<file path="src/rtl/aal2_hdr_pkg.sv">
package aal2_hdr_pkg;

  typedef enum logic [1:0] {
    ACT_DROP   = 2'd0,
    ACT_DELETE = 2'd1,
    ACT_SEND   = 2'd2,
    ACT_ERR    = 2'd3
  } hdrAction_t;

  typedef enum logic [2:0] {
    ST_IDLE = 3'd0,
    ST_READ = 3'd1,
    ST_CAP  = 3'd2,
    ST_DEC  = 3'd3,
    ST_WR   = 3'd4
  } hdrState_t;

  // strobes from control to datapath
  typedef struct packed {
    logic       capEn;
    logic [2:0] capIdx;
    logic       decide;
    logic       wrEn;
    logic [2:0] wrIdx;
  } hdrCtl_t;

  // context word slots
  localparam logic [2:0] SLOT_A     = 3'd0;
  localparam logic [2:0] SLOT_B     = 3'd1;
  localparam logic [2:0] SLOT_BYTHI = 3'd2;
  localparam logic [2:0] SLOT_BYTLO = 3'd3;
  localparam logic [2:0] SLOT_PKTHI = 3'd4;
  localparam logic [2:0] SLOT_PKTLO = 3'd5;

  localparam int CTX_BYTES = 32;

  function automatic logic [4:0] slotOffset(input logic [2:0] slot);
    case (slot)
      SLOT_A:     slotOffset = 5'h00;
      SLOT_B:     slotOffset = 5'h02;
      SLOT_BYTHI: slotOffset = 5'h18;
      SLOT_BYTLO: slotOffset = 5'h1A;
      SLOT_PKTHI: slotOffset = 5'h1C;
      default:    slotOffset = 5'h1E;
    endcase
  endfunction

  function automatic int ctxBase(input int chans);
    if (chans <= 128)      ctxBase = 32'h1000;
    else if (chans <= 256) ctxBase = 32'h2000;
    else if (chans <= 512) ctxBase = 32'h4000;
    else                   ctxBase = 32'h8000;
  endfunction

endpackage

</file>
<file path="src/rtl/aal2_hdr_ctrl.sv">
module aal2_hdr_ctrl
  import aal2_hdr_pkg::*;
#(
  parameter int CHANNELS = 128,
  parameter int ADDR_W   = 16,
  localparam int CH_W    = $clog2(CHANNELS)
) (
  input  logic              clk,
  input  logic              rstN,
  input  logic              reqValid,
  input  logic [CH_W-1:0]   reqChan,
  input  hdrAction_t        action,
  output logic              reqReady,
  output logic              accept,
  output logic              ctxRdEn,
  output logic              ctxWrEn,
  output logic [ADDR_W-1:0] ctxAddr,
  output hdrCtl_t           ctl
);

  localparam int BASE_I = ctxBase(CHANNELS);
  localparam logic [ADDR_W-1:0] BASE = ADDR_W'(BASE_I);
  localparam int SPAN = CHANNELS * CTX_BYTES;

  hdrState_t       state;
  logic [2:0]      idx;
  logic [2:0]      wrLast;
  logic [CH_W-1:0] chanQ;
  logic            capEnQ;
  logic [2:0]      capIdxQ;
  logic [4:0]      offNow;

  assign reqReady = (state == ST_IDLE);
  assign accept   = reqReady && reqValid;
  assign ctxRdEn  = (state == ST_READ);
  assign ctxWrEn  = (state == ST_WR);
  assign offNow   = slotOffset(idx);
  assign ctxAddr  = BASE + (ADDR_W'(chanQ) << 5) + ADDR_W'(offNow);

  always_comb begin
    ctl.capEn  = capEnQ;
    ctl.capIdx = capIdxQ;
    ctl.decide = (state == ST_DEC);
    ctl.wrEn   = (state == ST_WR);
    ctl.wrIdx  = idx;
  end

  always_ff @(posedge clk) begin
    if (!rstN) begin
      state   <= ST_IDLE;
      idx     <= '0;
      wrLast  <= '0;
      chanQ   <= '0;
      capEnQ  <= 1'b0;
      capIdxQ <= '0;
    end else begin
      capEnQ  <= (state == ST_READ);
      capIdxQ <= idx;
      case (state)
        ST_IDLE: if (reqValid) begin
          chanQ <= reqChan;
          idx   <= SLOT_A;
          state <= ST_READ;
        end
        ST_READ: begin
          if (idx == SLOT_PKTLO) state <= ST_CAP;
          else                   idx   <= idx + 3'd1;
        end
        ST_CAP: state <= ST_DEC;
        ST_DEC: begin
          case (action)
            ACT_DELETE: begin
              idx    <= SLOT_A;
              wrLast <= SLOT_A;
              state  <= ST_WR;
            end
            ACT_SEND: begin
              idx    <= SLOT_BYTHI;
              wrLast <= SLOT_PKTLO;
              state  <= ST_WR;
            end
            default: state <= ST_IDLE;
          endcase
        end
        ST_WR: begin
          if (idx == wrLast) state <= ST_IDLE;
          else               idx   <= idx + 3'd1;
        end
        default: state <= ST_IDLE;
      endcase
    end
  end

  // memory port never reads and writes together
  p_port_excl_r2: assert property (@(posedge clk) disable iff (!rstN)
    $onehot0({ctxRdEn, ctxWrEn}));

  // every access stays within the configured context region
  p_addr_window_r2: assert property (@(posedge clk) disable iff (!rstN)
    (ctxRdEn || ctxWrEn) |-> (int'(ctxAddr) >= BASE_I && int'(ctxAddr) < BASE_I + SPAN));

  // an accepted request leaves the idle state on the next cycle
  p_busy_after_accept_r12: assert property (@(posedge clk) disable iff (!rstN)
    accept |=> !reqReady);

endmodule

</file>
<file path="src/rtl/aal2_hdr_dp.sv">
module aal2_hdr_dp
  import aal2_hdr_pkg::*;
(
  input  logic        clk,
  input  logic        rstN,
  input  logic        accept,
  input  logic [6:0]  reqLen,
  input  logic [4:0]  reqUui,
  input  logic        reqRaw,
  input  logic [23:0] reqRawHdr,
  input  logic [15:0] ctxRdData,
  input  hdrCtl_t     ctl,
  output hdrAction_t  action,
  output logic [15:0] ctxWrData,
  output logic        hdrValid,
  output logic [9:0]  hdrVc,
  output logic [23:0] hdrWord,
  output logic        errSticky
);

  logic [6:0]  lenQ;
  logic [4:0]  uuiQ;
  logic        rawQ;
  logic [23:0] rawHdrQ;

  logic [15:0] wordA, wordB;
  logic [31:0] bytCnt, pktCnt;

  logic [3:0]  delCnt;
  logic [2:0]  incMode;
  logic [3:0]  cfgUui;
  logic [7:0]  cid;
  logic [5:0]  liField;
  logic [3:0]  subMask;
  logic [4:0]  uuiOut;
  logic [23:0] hdrNext;
  logic [31:0] liPlusOne;

  assign delCnt  = wordA[3:0];
  assign incMode = wordB[6:4];
  assign cfgUui  = wordB[3:0];
  assign cid     = wordB[15:8];
  assign liField = rawQ ? rawHdrQ[15:10] : 6'(lenQ - 7'd1);
  assign liPlusOne = 32'(liField) + 32'd1;

  // modes 0..3 substitute 4..1 low bits from the packet count
  always_comb begin
    subMask = 4'h0;
    if (!incMode[2]) subMask = 4'hF >> incMode[1:0];
  end

  always_comb begin
    if (incMode == 3'd5) uuiOut = uuiQ;
    else uuiOut = {1'b0, (cfgUui & ~subMask) | (pktCnt[3:0] & subMask)};
  end

  assign hdrNext = rawQ ? rawHdrQ : {cid, liField, uuiOut, 5'b0};

  always_comb begin
    if (delCnt == 4'hF)                 action = ACT_DROP;
    else if (delCnt != 4'h0)            action = ACT_DELETE;
    else if (!rawQ && incMode[2:1] == 2'b11) action = ACT_ERR;
    else                                action = ACT_SEND;
  end

  always_comb begin
    case (ctl.wrIdx)
      SLOT_A:     ctxWrData = wordA;
      SLOT_BYTHI: ctxWrData = bytCnt[31:16];
      SLOT_BYTLO: ctxWrData = bytCnt[15:0];
      SLOT_PKTHI: ctxWrData = pktCnt[31:16];
      SLOT_PKTLO: ctxWrData = pktCnt[15:0];
      default:    ctxWrData = wordB;
    endcase
  end

  always_ff @(posedge clk) begin
    if (!rstN) begin
      lenQ      <= '0;
      uuiQ      <= '0;
      rawQ      <= 1'b0;
      rawHdrQ   <= '0;
      wordA     <= '0;
      wordB     <= '0;
      bytCnt    <= '0;
      pktCnt    <= '0;
      hdrValid  <= 1'b0;
      hdrVc     <= '0;
      hdrWord   <= '0;
      errSticky <= 1'b0;
    end else begin
      hdrValid <= 1'b0;
      if (accept) begin
        lenQ    <= reqLen;
        uuiQ    <= reqUui;
        rawQ    <= reqRaw;
        rawHdrQ <= reqRawHdr;
      end
      if (ctl.capEn) begin
        case (ctl.capIdx)
          SLOT_A:     wordA          <= ctxRdData;
          SLOT_B:     wordB          <= ctxRdData;
          SLOT_BYTHI: bytCnt[31:16]  <= ctxRdData;
          SLOT_BYTLO: bytCnt[15:0]   <= ctxRdData;
          SLOT_PKTHI: pktCnt[31:16]  <= ctxRdData;
          default:    pktCnt[15:0]   <= ctxRdData;
        endcase
      end
      if (ctl.decide) begin
        case (action)
          ACT_SEND: begin
            hdrValid <= 1'b1;
            hdrWord  <= hdrNext;
            hdrVc    <= wordA[15:6];
            bytCnt   <= bytCnt + liPlusOne;
            pktCnt   <= pktCnt + 32'd1;
          end
          ACT_DELETE: wordA[3:0] <= delCnt - 4'd1;
          ACT_ERR:    errSticky  <= 1'b1;
          default: ;
        endcase
      end
    end
  end

  // header strobe lasts one cycle
  p_hdr_pulse_r12: assert property (@(posedge clk) disable iff (!rstN)
    hdrValid |=> !hdrValid);

  // error flag never clears without reset
  p_err_hold_r9: assert property (@(posedge clk) disable iff (!rstN)
    errSticky |=> errSticky);

  // headers only leave a channel whose delete count is zero
  p_send_zero_del_r3: assert property (@(posedge clk) disable iff (!rstN)
    hdrValid |-> (delCnt == 4'h0));

  // raw header goes out untouched
  p_raw_pass_r10: assert property (@(posedge clk) disable iff (!rstN)
    (hdrValid && rawQ) |-> (hdrWord == rawHdrQ));

  // UUI bit 4 is zero whenever the configured UUI is used
  p_uui_msb_r6: assert property (@(posedge clk) disable iff (!rstN)
    (hdrValid && !rawQ && incMode != 3'd5) |-> (hdrWord[9] == 1'b0));

  // a deletion lowers the stored count by exactly one
  p_del_step_r4: assert property (@(posedge clk) disable iff (!rstN)
    (ctl.decide && action == ACT_DELETE) |=> (delCnt == $past(delCnt) - 4'd1));

endmodule

</file>
<file path="src/rtl/aal2_hdr_assembler.sv">
module aal2_hdr_assembler
  import aal2_hdr_pkg::*;
#(
  parameter int CHANNELS = 128,
  parameter int ADDR_W   = 16,
  localparam int CH_W    = $clog2(CHANNELS)
) (
  input  logic              clk,
  input  logic              rstN,
  input  logic              reqValid,
  output logic              reqReady,
  input  logic [CH_W-1:0]   reqChan,
  input  logic [6:0]        reqLen,
  input  logic [4:0]        reqUui,
  input  logic              reqRaw,
  input  logic [23:0]       reqRawHdr,
  output logic              ctxRdEn,
  output logic              ctxWrEn,
  output logic [ADDR_W-1:0] ctxAddr,
  output logic [15:0]       ctxWrData,
  input  logic [15:0]       ctxRdData,
  output logic              hdrValid,
  output logic [9:0]        hdrVc,
  output logic [23:0]       hdrWord,
  output logic              errSticky
);

  hdrCtl_t    ctl;
  hdrAction_t action;
  logic       accept;

  aal2_hdr_ctrl #(.CHANNELS(CHANNELS), .ADDR_W(ADDR_W)) uCtrl (
    .clk(clk), .rstN(rstN), .reqValid(reqValid), .reqChan(reqChan),
    .action(action), .reqReady(reqReady), .accept(accept),
    .ctxRdEn(ctxRdEn), .ctxWrEn(ctxWrEn), .ctxAddr(ctxAddr), .ctl(ctl)
  );

  aal2_hdr_dp uDp (
    .clk(clk), .rstN(rstN), .accept(accept), .reqLen(reqLen),
    .reqUui(reqUui), .reqRaw(reqRaw), .reqRawHdr(reqRawHdr),
    .ctxRdData(ctxRdData), .ctl(ctl), .action(action),
    .ctxWrData(ctxWrData), .hdrValid(hdrValid), .hdrVc(hdrVc),
    .hdrWord(hdrWord), .errSticky(errSticky)
  );

endmodule

</file>
<file path="config.mk">
export PLATFORM = sky130hd
export DESIGN_NAME = aal2_hdr_assembler
export DESIGN_NICKNAME = d
export VERILOG_FILES = /design/src/rtl/aal2_hdr_pkg.sv /design/src/rtl/aal2_hdr_ctrl.sv /design/src/rtl/aal2_hdr_dp.sv /design/src/rtl/aal2_hdr_assembler.sv
export SDC_FILE = /design/constraint.sdc
export NUM_CORES = 1
export LEC_CHECK = 0
export BUFFER_PORTS_ARGS = -buffer_cell sky130_fd_sc_hd__buf_2
export CAP_MARGIN = 0
export CORE_AREA = 8 8 158 160
export CTS_BUF_LIST = sky130_fd_sc_hd__clkbuf_4
export CTS_CLUSTER_SIZE = 20
export DETAILED_ROUTE_END_ITERATION = 12
export DIE_AREA = 0 0 166 168
export PLACE_DENSITY = 0.76
export REMOVE_ABC_BUFFERS = 1
export SYNTH_ARGS = -nofsm -noshare
export SYNTH_HDL_FRONTEND = slang
export SYNTH_SLANG_ARGS = --single-unit
</file>
<file path="constraint.sdc">
create_clock -name clk -period 7.1 [get_ports clk]
set_clock_uncertainty 0.15 [all_clocks]
set_input_delay 0.355 -clock clk [delete_from_list [all_inputs] [get_ports clk]]
set_output_delay 0.355 -clock clk [all_outputs]
set_load 0.02 [all_outputs]
</file>
==> results.md, run 1 <==
* IO Pins at 134
* Initial Util at 44.30%
* CP Launch Type: flop
* Synth Area in Adders at 2.854%
* Grt total ovfl at 0
* Vias per inst at 6.089
* DR pass1 iterations at 7
* Die height at 168 um
* VDD IR max at 108.5 uV
* FMAX at 214.3 MHz
* Row cnt at 55
* Hold_ws at 0.02380 ns
* Pwr dens at 179.7 nW/um^2
* Crit. End Element: flop
* Nets at 1,491
* Synthesis-to-finish area growth at 15.68%
* Setup CP Type: reg -> reg
* Crit path max fanout at 19
* Total number of vias at 10,390
* Max cap viols at 0
* DRC violations left at 0
* H-tree Lvls at 4
* Total negative slack at 0 ns
* Synth top area cells: dfxtp_1 (38%), nand2_1 (9.6%), a21oi_1 (7.7%)
* YS warnings at 0
* Final WS setup at 2.434 ns
* Clock power share at 30.2%
* Sw frac at 31.25%
* Synth Area in Compound Gates at 23.72%
* Psw at 0.0006437 W
* Met2 WL at 15,270 um
* CTS Buf Count at 17
* Die area at 27,890 um^2
* Synth area leader: dfxtp_1
* Top cell type's share of synthesized area at 37.58%
* HP Class: in -> reg
* Routed met3 length at 2932 um
* Routed wire length per instance at 19.63 um
* Sequential element share of the synthesized area at 37.58%
* Share of cells above drive strength 1 at 14.45%
* Simple-gate share of the synthesized area at 24.61%
* Initial antenna violation count at 1
* Combinational share of power at 16.8%
* Port Buffers at 127
* Initial drt markers at 1,167
* First-pass GRT wire length at 52,310 um
* Max_slew headroom at 21.53%
* Cell variety after synth at 81
* XOR/XNOR Fraction of Synth Area at 1.768%
* Post-DP Area at 10,570 um^2
* Pint at 0.001416 W
* Number of synthesized flops with an enable pin at 0
* Worst skew pair latency at 0.60 ns
* Clk root buf: clkbuf_4
* Final WL at 33,480 um
* DR top layer: met4
* Final ANT Viol Nets at 0
* Post-route cell area at 11,460 um^2
* Async set or reset register ratio after synthesis at 0%
* Final worst-path cycle share at 65.72%
* Core Area at 22,370 um^2
* Largest family of logic cells by synthesized area: simple AND/OR/NAND/NOR gates
* Setup slack at placement at 2.577 ns
* Die W at 166 um
* Reg clk slew, reported paths at 0.16 ns
* Detail Placement HPWL at 22,740 um
* RSZ-0062 raised after global routing: false
* Static Leak at 4.353 nW
* Synth Flop Type: dfxtp_1
* Reg2reg setup slack at 2.43 ns
* Fin. Hold Viols at 0
* Slew at the pin closest to its max-slew limit at 1.175 ns
* GRT Overall Usage at 23.09%
* Worst Path Arrival at 5.05 ns
* Mux contribution to synthesized area at 4.091%
* Critical path data required time at 7.48 ns
* Post-synthesis register bit count at 186
* Clock sink count at 186
* Vias in the first global route at 9,674
* Synthesized cell area at 9908 um^2
* CTS tree: yes
* Status: finished, final reports clean
* Gpl congestion at 0.9655
* Final setup viols at 0
* Largest net degree at the start of global routing at 89
* Sequential share of power at 53.0%
* Met1 WL at 13,930 um
* Fin crit period at 4.666 ns
* Syn Inst Count at 1,287
* Max-slew violations at 0
* Syn_area_per_cell at 7.699 um^2
* Post-CTS sizing at 0
* Clock buffer depth at 2
[logic make-up after synthesis]
kind of cell,Yosys count
and+or+nand+nor,521
muxes,39
adders and majority gates,22
AOI/OAI and AO/OA,373
DFF,186
xor gates and xnor gates,20
other,2
buffers and inverters,124
[layout make-up]
cell class              instances  area (um^2)
fillers                      2129        10900
repair buffers                199         1324
flip-flops and latches        186         3724
inverters                      22        85.08
diodes                          2        5.005
well taps                     285        356.6
clock inverters                14        161.4
clock buffers                  18        135.1
multi-input cells             980         5672
[state kept, by name (all words and copies together) (netlist names), 3 cells and up]
name	count
uDp.bytCnt	32
uDp.pktCnt	32
uDp.hdrWord	24
uDp.rawHdrQ	24
uDp.wordA	16
uDp.wordB	16
uDp.hdrVc	10
uCtrl.chanQ	7
uDp.lenQ	6
uDp.uuiQ	5
uCtrl.capIdxQ	3
uCtrl.idx	3
uCtrl.state	3
[layer usage]
layer  GRT usage (%)  vias to the layer above
met5               0                        -
met4           11.03                        0
met3           4.654                      103
met2           37.37                      515
met1           29.13                     4897
li1                -                     4873
[synth_stat cells, types with 5 or more instances]
cell type and number:
nand3_1 36, nor2b_1 6, nand2_1 254, and3_1 16, buf_1 5, mux2i_1 27
nor3b_1 7, clkbuf_1 61, dfxtp_1 186, mux2_2 12, a22o_1 6, xnor2_1 8
buf_4 6, a31oi_1 26, or4_1 5, nor2_1 94, o211ai_1 10, a22oi_1 16
ha_1 21, nand2b_1 7, or3_1 8, xor2_1 12, nand4b_1 5, o21ai_0 59
a222oi_1 8, nor3_1 23, a32oi_1 5, inv_1 21, a211oi_1 29, and2_1 6
nand4_1 18, buf_2 29, and4_1 5, nor4_1 10, a21oi_1 153, a311oi_1 12
[stage by stage]
| stage | total power, W | cells | util, % |
|---|---|---|---|
| floorplan | 0.001304 | 1188 | - |
| global placement | 0.001419 | 1613 | 47.26 |
| detailed placement | 0.001426 | 1613 | 47.26 |
| CTS | 0.002062 | 1704 | 51.23 |
| global route | 0.002140 | 1705 | 51.24 |
| finish | 0.002060 | 1706 | 51.25 |
[worst max-delay path: stages, from the launching register on]
cell	delay, ns
dfxtp_1	0.90
buf_4	0.34
inv_1	0.21
a21oi_1	0.29
ha_1	0.24
nand2_1	0.07
nor2_1	0.18
xor2_1	0.11
ha_1	0.38
o211ai_1	0.14
o211ai_2	0.36
nand2_1	0.44
or4_1	0.60
a41oi_1	0.18
[layout by cell type, fill, tap and decap left out, drive strengths merged, types with 11 or more instances in the layout]
| cell type | count |
|---|---|
| dfxtp | 186 |
| ha | 21 |
| and3 | 17 |
| a22oi | 16 |
| inv | 27 |
| nor4 | 11 |
| mux2 | 12 |
| a211oi | 29 |
| o21ai | 59 |
| a311oi | 12 |
| o211ai | 11 |
| xor2 | 12 |
| clkbuf | 18 |
| nor2 | 94 |
| a21oi | 153 |
| dlygate4sd3 | 59 |
| buf | 140 |
| nand4 | 21 |
| nand2 | 254 |
| a31oi | 26 |
| mux2i | 27 |
| nand3 | 36 |
| nor3 | 26 |
[power groups by stage]
stage,clock (W),sequential (W),combinational (W)
after floorplan,0,0.00111,0.000194
after global placement,0,0.00111,0.000307
after detailed placement,0,0.00111,0.000313
after CTS,0.000631,0.00109,0.000340
after global routing,0.000669,0.00110,0.000375
final,0.000622,0.00109,0.000346
[timing repair]
item / in CTS / in global routing
hold endpoints to repair: 87 / 0
hold buffers: 59 / 0
setup buffers: 0 / 0
setup endpoints to repair: 0 / 0
[path summary, 6_finish.rpt]
path                          startpoint  cells after the start                           to
max                uDp.rawQ$_SDFFE_PN0P_                     13    uDp.bytCnt[23]$_SDFF_PN0_
min                             reqValid                      5  uCtrl.state[0]$_SDFFE_PN0P_
max reg2reg        uDp.rawQ$_SDFFE_PN0P_                     13    uDp.bytCnt[23]$_SDFF_PN0_
min reg2reg  uDp.hdrWord[1]$_SDFFE_PN0P_                      2  uDp.hdrWord[1]$_SDFFE_PN0P_
Power figures use the tool's default switching activity.
==> inputs of run 2 (changes only) <==
- ABC_AREA: default -> 1
- CORE_AREA: 8 8 158 160 -> 8 8 165 167
- DIE_AREA: 0 0 166 168 -> 0 0 173 175
- PLACE_DENSITY: 0.76 -> 0.75
- clock period: 7.1 -> 4.5 ns (I/O delays scaled with it)
==> results.md, run 2 <==
* Vias per inst at 5.510 (was 6.089)
* Core Area at 24,670 um^2 (was 22,370 um^2)
* Worst Path Arrival at 3.58 ns (was 5.05 ns)
* Crit-path cells: inv_1, ha_1, nand2_1, inv_1, nor2_1, inv_1, a31oi_1, buf_2 (was buf_4, inv_1, a21oi_1, ha_1, nand2_1, nor2_1, xor2_1, ha_1, o211ai_1, o211ai_2, nand2_1, or4_1, a41oi_1)
* RSZ-0062 raised after global routing: false (unchanged)
* Final ANT Viol Nets at 0 (unchanged)
* Pwr dens at 383.8 nW/um^2 (was 179.7 nW/um^2)
* Vias in the first global route at 11,340 (was 9,674)
* First-pass GRT wire length at 58,910 um (was 52,310 um)
* Total setup buffers inserted after CTS at 0 (unchanged)
* Synthesis-to-finish area growth at 17.94% (was 15.68%)
* Top cell type's share of synthesized area at 34.42% (was 37.58%)
* Crit. End Element: primary output (was flop)
* Gpl congestion at 0.9161 (was 0.9655)
* IO Pins at 134 (unchanged)
* Slew at the pin closest to its max-slew limit at 1.041 ns (was 1.175 ns)
* Number of synthesized flops with an enable pin at 0 (unchanged)
* Fin. Hold Viols at 0 (unchanged)
* Clock buffer depth at 2 (unchanged)
* Initial antenna violation count at 1 (unchanged)
* CTS Buf Count at 17 (unchanged)
* Row cnt at 58 (was 55)
* Largest net degree at the start of global routing at 96 (was 89)
* Fin crit period at 3.955 ns
* Synth Flop Type: dfxtp_1 (unchanged)
* YS warnings at 0 (unchanged)
* Top cells by count, synth: nand2_1 (317), inv_1 (215), dfxtp_1 (186) (was nand2_1 (254), dfxtp_1 (186), a21oi_1 (153))
* Total number of vias at 11,810 (was 10,390)
* Syn Inst Count at 1,637 (was 1,287)
* Largest regs: uDp.bytCnt x32, uDp.pktCnt x32 (unchanged)
* Setup slack at placement at 1.256 ns (was 2.577 ns)
* Static Leak at 5.651 nW (was 4.353 nW)
* Reg area at 3724 um^2 (unchanged)
* Cell with the most instances after synthesis: nand2_1 (unchanged)
* Most frequent cell on the critical path: inv_1
* HP Class: in -> reg (unchanged)
* Critical path data required time at 4.12 ns (was 7.48 ns)
* CP Launch Type: flop (unchanged)
* Area occupied by multi-input gates at 5809 um^2 (was 5672 um^2)
* Synth area leader: dfxtp_1 (unchanged)
* Initial drt markers at 1,379 (was 1,167)
* Routed wire length per instance at 17.24 um (was 19.63 um)
* Grt total ovfl at 0 (unchanged)
* Async set or reset register ratio after synthesis at 0% (unchanged)
* Worst path bufs/invs at 4 (was 2)
* DRC violations left at 0 (unchanged)
* Total negative slack at 0 ns (unchanged)
* Reg clk slew, reported paths at 0.19 ns (was 0.16 ns)
* Synthesized cell area at 10,820 um^2 (was 9908 um^2)
* Commonest non-fill, non-tap cells in the layout: nand2_1 (316), inv_1 (215), dfxtp_1 (186) (was nand2_1 (254), dfxtp_1 (186), a21oi_1 (153))
* Worst skew pair latency at 0.61 ns (was 0.60 ns)
* Detail Placement HPWL at 25,320 um (was 22,740 um)
* Port Buffers at 127 (unchanged)
* Largest stage delay on the critical path at 0.49 ns (was 0.90 ns)
* Post-CTS sizing at 0 (unchanged)
* Nets at 1,885 (was 1,491)
* Max_slew headroom at 30.50% (was 21.53%)
* Synth top area cells: dfxtp_1 (34%), nand2_1 (11%), inv_1 (7.5%) (was dfxtp_1 (38%), nand2_1 (9.6%), a21oi_1 (7.7%))
* Cell variety after synth at 48 (was 81)
* Fillcell total at 2,448 (was 2,129)
* Clock sink count at 186 (unchanged)
* Die W at 173 um (was 166 um)
* H-tree Lvls at 4 (unchanged)
* Max-slew violations at 0 (unchanged)
* Share of cells above drive strength 1 at 12.13% (was 14.45%)
* Largest delay share family, worst path: buffers and inverters (was simple AND/OR/NAND/NOR gates)
* Crit path max fanout at 31 (was 19)
* Initial Util at 43.84% (was 44.30%)
* Max cap viols at 0 (unchanged)
* Syn_area_per_cell at 6.608 um^2 (was 7.699 um^2)
* Final worst-path cycle share at 87.89%
* Die area at 30,280 um^2 (was 27,890 um^2)
* Die height at 175 um (was 168 um)
* VDD IR max at 228.3 uV (was 108.5 uV)
* Clk root buf: clkbuf_4 (unchanged)
* Hold buffer count at cts at 91 (was 59)
* FMAX at 252.9 MHz
* Final setup viols at 0 (unchanged)
* CTS tree: yes (unchanged)
* Final WL at 36,960 um (was 33,480 um)
* Final WS setup at 0.5451 ns (was 2.434 ns)
* Setup CP Type: reg -> out (was reg -> reg)
* DR pass1 iterations at 8 (was 7)
* Sequential element share of the synthesized area at 34.42% (was 37.58%)
* Post-synthesis register bit count at 186 (unchanged)
* GRT Overall Usage at 23.84% (was 23.09%)
* Slowest CP cell: nand2_1 (was dfxtp_1)
* Commonest non-fill, non-tap cell in the layout: nand2_1 (unchanged)
* Status: finished, final reports clean (unchanged)
## run 2: changes by cell type after synthesis, sizes merged, moves of 16 or more
cell / previous run / this run
and3: 17 / 1
clkbuf: 62 / 33
inv: 21 / 226
nand2: 254 / 320
mux2i: 27 / 0
o21ai: 59 / 184
nand3: 36 / 137
nor2: 94 / 144
## run 2: per-layer routing
metal | track usage (%) | vias up | wire [um]
li1 | - | 5732 | -
met1 | 29.42 | 5450 | 15480
met2 | 39.32 | 549 | 16990
met3 | 6.367 | 83 | 3524
met4 | 8.839 | 0 | 971
met5 | 0 | - | 0
## run 2: layout make-up
class	instances	area share (%)
Antenna cell	1	0.01961
Inverter	227	6.678
Sequential cell	186	29.19
Clock buffer	17	1.000
Tap cell	330	3.236
Clock inverter	15	1.559
Multi-Input combinational cell	1139	45.53
Timing Repair Buffer	229	12.79
## run 2: metrics by stage
| stage | instance area, um^2 | cells | total power, W | utilization (%) | hold WS (ns) |
|---|---|---|---|---|---|
| 6_report | 12760 | 2144 | 0.004897 | 51.71 | 0.03761 |
| 5_1_grt | 12760 | 2144 | 0.005196 | 51.71 | 0.009774 |
| 4_1_cts | 12760 | 2143 | 0.004878 | 51.70 | 0.001543 |
| 3_5_place_dp | 11520 | 2020 | 0.003769 | 46.68 | 0.2909 |
| 3_3_place_gp | 11520 | 2020 | 0.003721 | 46.68 | 0.2866 |
| 2_1_floorplan | 10380 | 1552 | 0.003168 | - | 0.1726 |
## run 2: power breakdown
group,internal [W],switching [W]
clock network,0.000316,0.000718
registers,0.00182,0.000148
logic,0.000644,0.00125
## run 2: path summary, 6_finish.rpt
path / from / end / slack, ns / cells past startpoint
worst max-delay path: uCtrl.idx[0]$_SDFFE_PN0P_ / ctxWrData[3] / 0.55 / 8
worst min-delay path: reqValid / uDp.rawHdrQ[10]$_SDFFE_PN0P_ / 0.04 / 4
worst min register to register: uDp.errSticky$_SDFFE_PN0P_ / uDp.errSticky$_SDFFE_PN0P_ / 0.31 / 2
worst max register to register: uDp.wordA[0]$_SDFF_PN0_ / uDp.bytCnt[7]$_SDFF_PN0_ / 1.14 / 15
## run 2: kinds of logic after synthesis
group / Yosys count / synth area share [%]
other: 2 / 0.06942
flip-flops: 186 / 34.42
AO/OA/AOI/OAI: 439 / 22.33
AND/OR/NAND/NOR: 651 / 26.78
XOR/XNOR: 22 / 1.781
buffers and inverters: 315 / 12.01
adder cells (fa/ha/maj): 22 / 2.614
## run 2: worst min-delay path, stage by stage
cell and delay (ns):
buf_2 0.10, buf_4 0.24, nand3_1 0.13, a21oi_1 0.07
==> inputs of run 3 (changes only) <==
- ABC_AREA: 1 -> default
- CORE_AREA: 8 8 165 167 -> 8 8 158 160
- DIE_AREA: 0 0 173 175 -> 0 0 166 168
- PLACE_DENSITY: 0.75 -> 0.76
==> results.md, run 3 (same netlist as run 1, synthesis figures left out) <==
* Initial antenna violation count at 1 (unchanged)
* Nets at 1,498 (was 1,885)
* Vias in the first global route at 9,619 (was 11,340)
* Initial Util at 44.30% (was 43.84%)
* VDD IR max at 211.6 uV (was 228.3 uV)
* Commonest non-fill, non-tap cells in the layout: nand2_1 (253), dfxtp_1 (186), a21oi_1 (153) (was nand2_1 (316), inv_1 (215), dfxtp_1 (186))
* Total number of vias at 10,290 (was 11,810)
* Share of cells above drive strength 1 at 14.81% (was 12.13%)
* Final WL at 32,930 um (was 36,960 um)
* Detail Placement HPWL at 22,470 um (was 25,320 um)
* Max-slew violations at 0 (unchanged)
* Status: finished, final reports clean (unchanged)
* Pint at 0.002232 W (was 0.002780 W)
* First-pass GRT wire length at 51,400 um (was 58,910 um)
* Port Buffers at 127 (unchanged)
* Crit. End Element: flop (was primary output)
* Critical path data required time at 4.85 ns (was 4.12 ns)
* Gpl congestion at 0.9567 (was 0.9161)
* Vias per inst at 6.006 (was 5.510)
* Pwr dens at 281.0 nW/um^2 (was 383.8 nW/um^2)
* Fillcell total at 2,078 (was 2,448)
* CTS Buf Count at 17 (unchanged)
* Final WS setup at 0.5279 ns (was 0.5451 ns)
* Synthesis-to-finish area growth at 16.44% (was 17.94%)
* Final Instance Count excl. Fillers at 1,713 (was 2,144)
* Clock sink count at 186 (unchanged)
* FMAX at 251.8 MHz (was 252.9 MHz)
* Fin. Hold Viols at 0 (unchanged)
* Worst Path Arrival at 4.32 ns (was 3.58 ns)
* Fin crit period at 3.972 ns (was 3.955 ns)
* Slew at the pin closest to its max-slew limit at 0.8205 ns (was 1.041 ns)
* Max cap viols at 0 (unchanged)
* Commonest non-fill, non-tap cell in the layout: nand2_1 (unchanged)
* DR pass1 iterations at 10 (was 8)
* Final setup viols at 0 (unchanged)
* Clock power share at 30.1% (was 21.1%)
* Core Area at 22,370 um^2 (was 24,670 um^2)
* Final ANT Viol Nets at 0 (unchanged)
* Clk root buf: clkbuf_4 (unchanged)
* Sequential share of power at 53.0% (was 40.2%)
* DRC violations left at 0 (unchanged)
* Die height at 168 um (was 175 um)
* Combinational share of power at 16.9% (was 38.7%)
* Psw at 0.001010 W (was 0.002118 W)
* Sw frac at 31.16% (was 43.24%)
* Clock buffer depth at 2 (unchanged)
* RSZ-0062 raised after global routing: false (unchanged)
* Placed cells at 1,619 (was 2,020)
* Register-to-Register Path Depth at 13 (was 15)
* Largest regs: uDp.bytCnt x32, uDp.pktCnt x32 (unchanged)
* Finished Core Util at 51.59% (was 51.71%)
* Crit path max fanout at 17 (was 31)
* Die W at 166 um (was 173 um)
* Post-DP Area at 10,640 um^2 (was 11,520 um^2)
* Final worst-path cycle share at 88.27% (was 87.89%)
* Setup CP Type: reg -> reg (was reg -> out)
* Routed wire length per instance at 19.22 um (was 17.24 um)
* Initial drt markers at 995 (was 1,379)
* Worst skew pair latency at 0.58 ns (was 0.61 ns)
* Post-route cell area at 11,540 um^2 (was 12,760 um^2)
* Max_slew headroom at 45.10% (was 30.50%)
* Largest net degree at the start of global routing at 96 (unchanged)
* GRT Overall Usage at 22.65% (was 23.84%)
* Setup slack at placement at 0.4635 ns (was 1.256 ns)
* Row cnt at 55 (was 58)
* HP Class: in -> reg (unchanged)
* H-tree Lvls at 4 (unchanged)
* IO Pins at 134 (unchanged)
* CP Launch Type: flop (unchanged)
* Hold Path Stages at 4 (unchanged)
* Static Leak at 4.405 nW (was 5.651 nW)
* Reg clk slew, reported paths at 0.16 ns (was 0.19 ns)
* CTS tree: yes (unchanged)
* Grt total ovfl at 0 (unchanged)
* Die area at 27,890 um^2 (was 30,280 um^2)
[run 3: cell count changes in the layout (fill, tap and decap cells not counted), sizes merged, moves of 13 or more]
cell | before | now
inv | 232 | 28
o21ai | 184 | 59
nand3 | 137 | 36
nand2 | 320 | 254
nor2 | 144 | 94
dlygate4sd3 | 91 | 60
mux2i | 0 | 27
and3 | 1 | 17
a22oi | 1 | 16
a211oi | 16 | 29
[run 3: worst paths after layout]
check / end / slack, ns / start
worst max-delay path: uDp.bytCnt[23]$_SDFF_PN0_ / 0.53 / uDp.lenQ[0]$_SDFFE_PN0P_
worst min-delay path: uDp.hdrWord[5]$_SDFFE_PN0P_ / 0.10 / rstN
worst max register to register: uDp.bytCnt[23]$_SDFF_PN0_ / 0.53 / uDp.lenQ[0]$_SDFFE_PN0P_
worst min register to register: uDp.hdrWord[1]$_SDFFE_PN0P_ / 0.31 / uDp.hdrWord[1]$_SDFFE_PN0P_
[run 3: cell type report]
class                           instances  area [um^2]  share of cell area [%]
Multi-Input combinational cell        980         5674                   49.18
Sequential cell                       186         3724                   32.27
Timing Repair Buffer                  206         1404                   12.17
Tap cell                              285        356.6                   3.091
Clock inverter                         14        158.9                   1.377
Clock buffer                           17        127.6                   1.106
Inverter                               22        85.08                  0.7374
Antenna cell                            3        7.507                 0.06507
[run 3: power groups by stage]
stage                     combinational (W)  clock, W  sequential [W]
after floorplan                    0.000305         0         0.00175
after global placement             0.000491         0         0.00175
after detailed placement           0.000497         0         0.00175
after CTS                          0.000541  0.000987         0.00172
after global routing               0.000590   0.00106         0.00173
final                              0.000547  0.000975         0.00172
[run 3: timing repair]
action,4_1_cts,5_1_grt
endpoints found under the hold margin,126,0
gates resized for setup,0,1
hold buffers,60,0
setup buffers,0,0
endpoints found under the setup margin,0,3
[run 3: worst max-delay path, stage by stage (launching register included)]
cell and delay, ns:
dfxtp_1 0.39, inv_1 0.05, ha_1 0.22, xnor2_1 0.13, o21ai_0 0.41, nand3_1 0.20, nor3b_1 0.27, xor2_1 0.10
ha_1 0.37, nand2_1 0.09, a21oi_1 0.43, nand2_2 0.32, or4_1 0.55, a41oi_1 0.20
[run 3: routing by layer]
| layer | track usage [%] | wire length [um] |
|---|---|---|
| met3 | 5.379 | 3145 |
| met5 | 0 | 0 |
| met4 | 9.881 | 1248 |
| met2 | 36.57 | 15150 |
| met1 | 28.47 | 13380 |
[run 3: stage by stage]
step | setup TNS [ns] | total power (W) | hold slack (ns)
6_report | 0 | 0.003242 | 0.1029
2_1_floorplan | -25.33 | 0.002058 | 0.1925
4_1_cts | 0 | 0.003247 | 0.07207
3_3_place_gp | 0 | 0.002242 | 0.2870
5_1_grt | 0 | 0.003372 | 0.08475
3_5_place_dp | 0 | 0.002251 | 0.2915
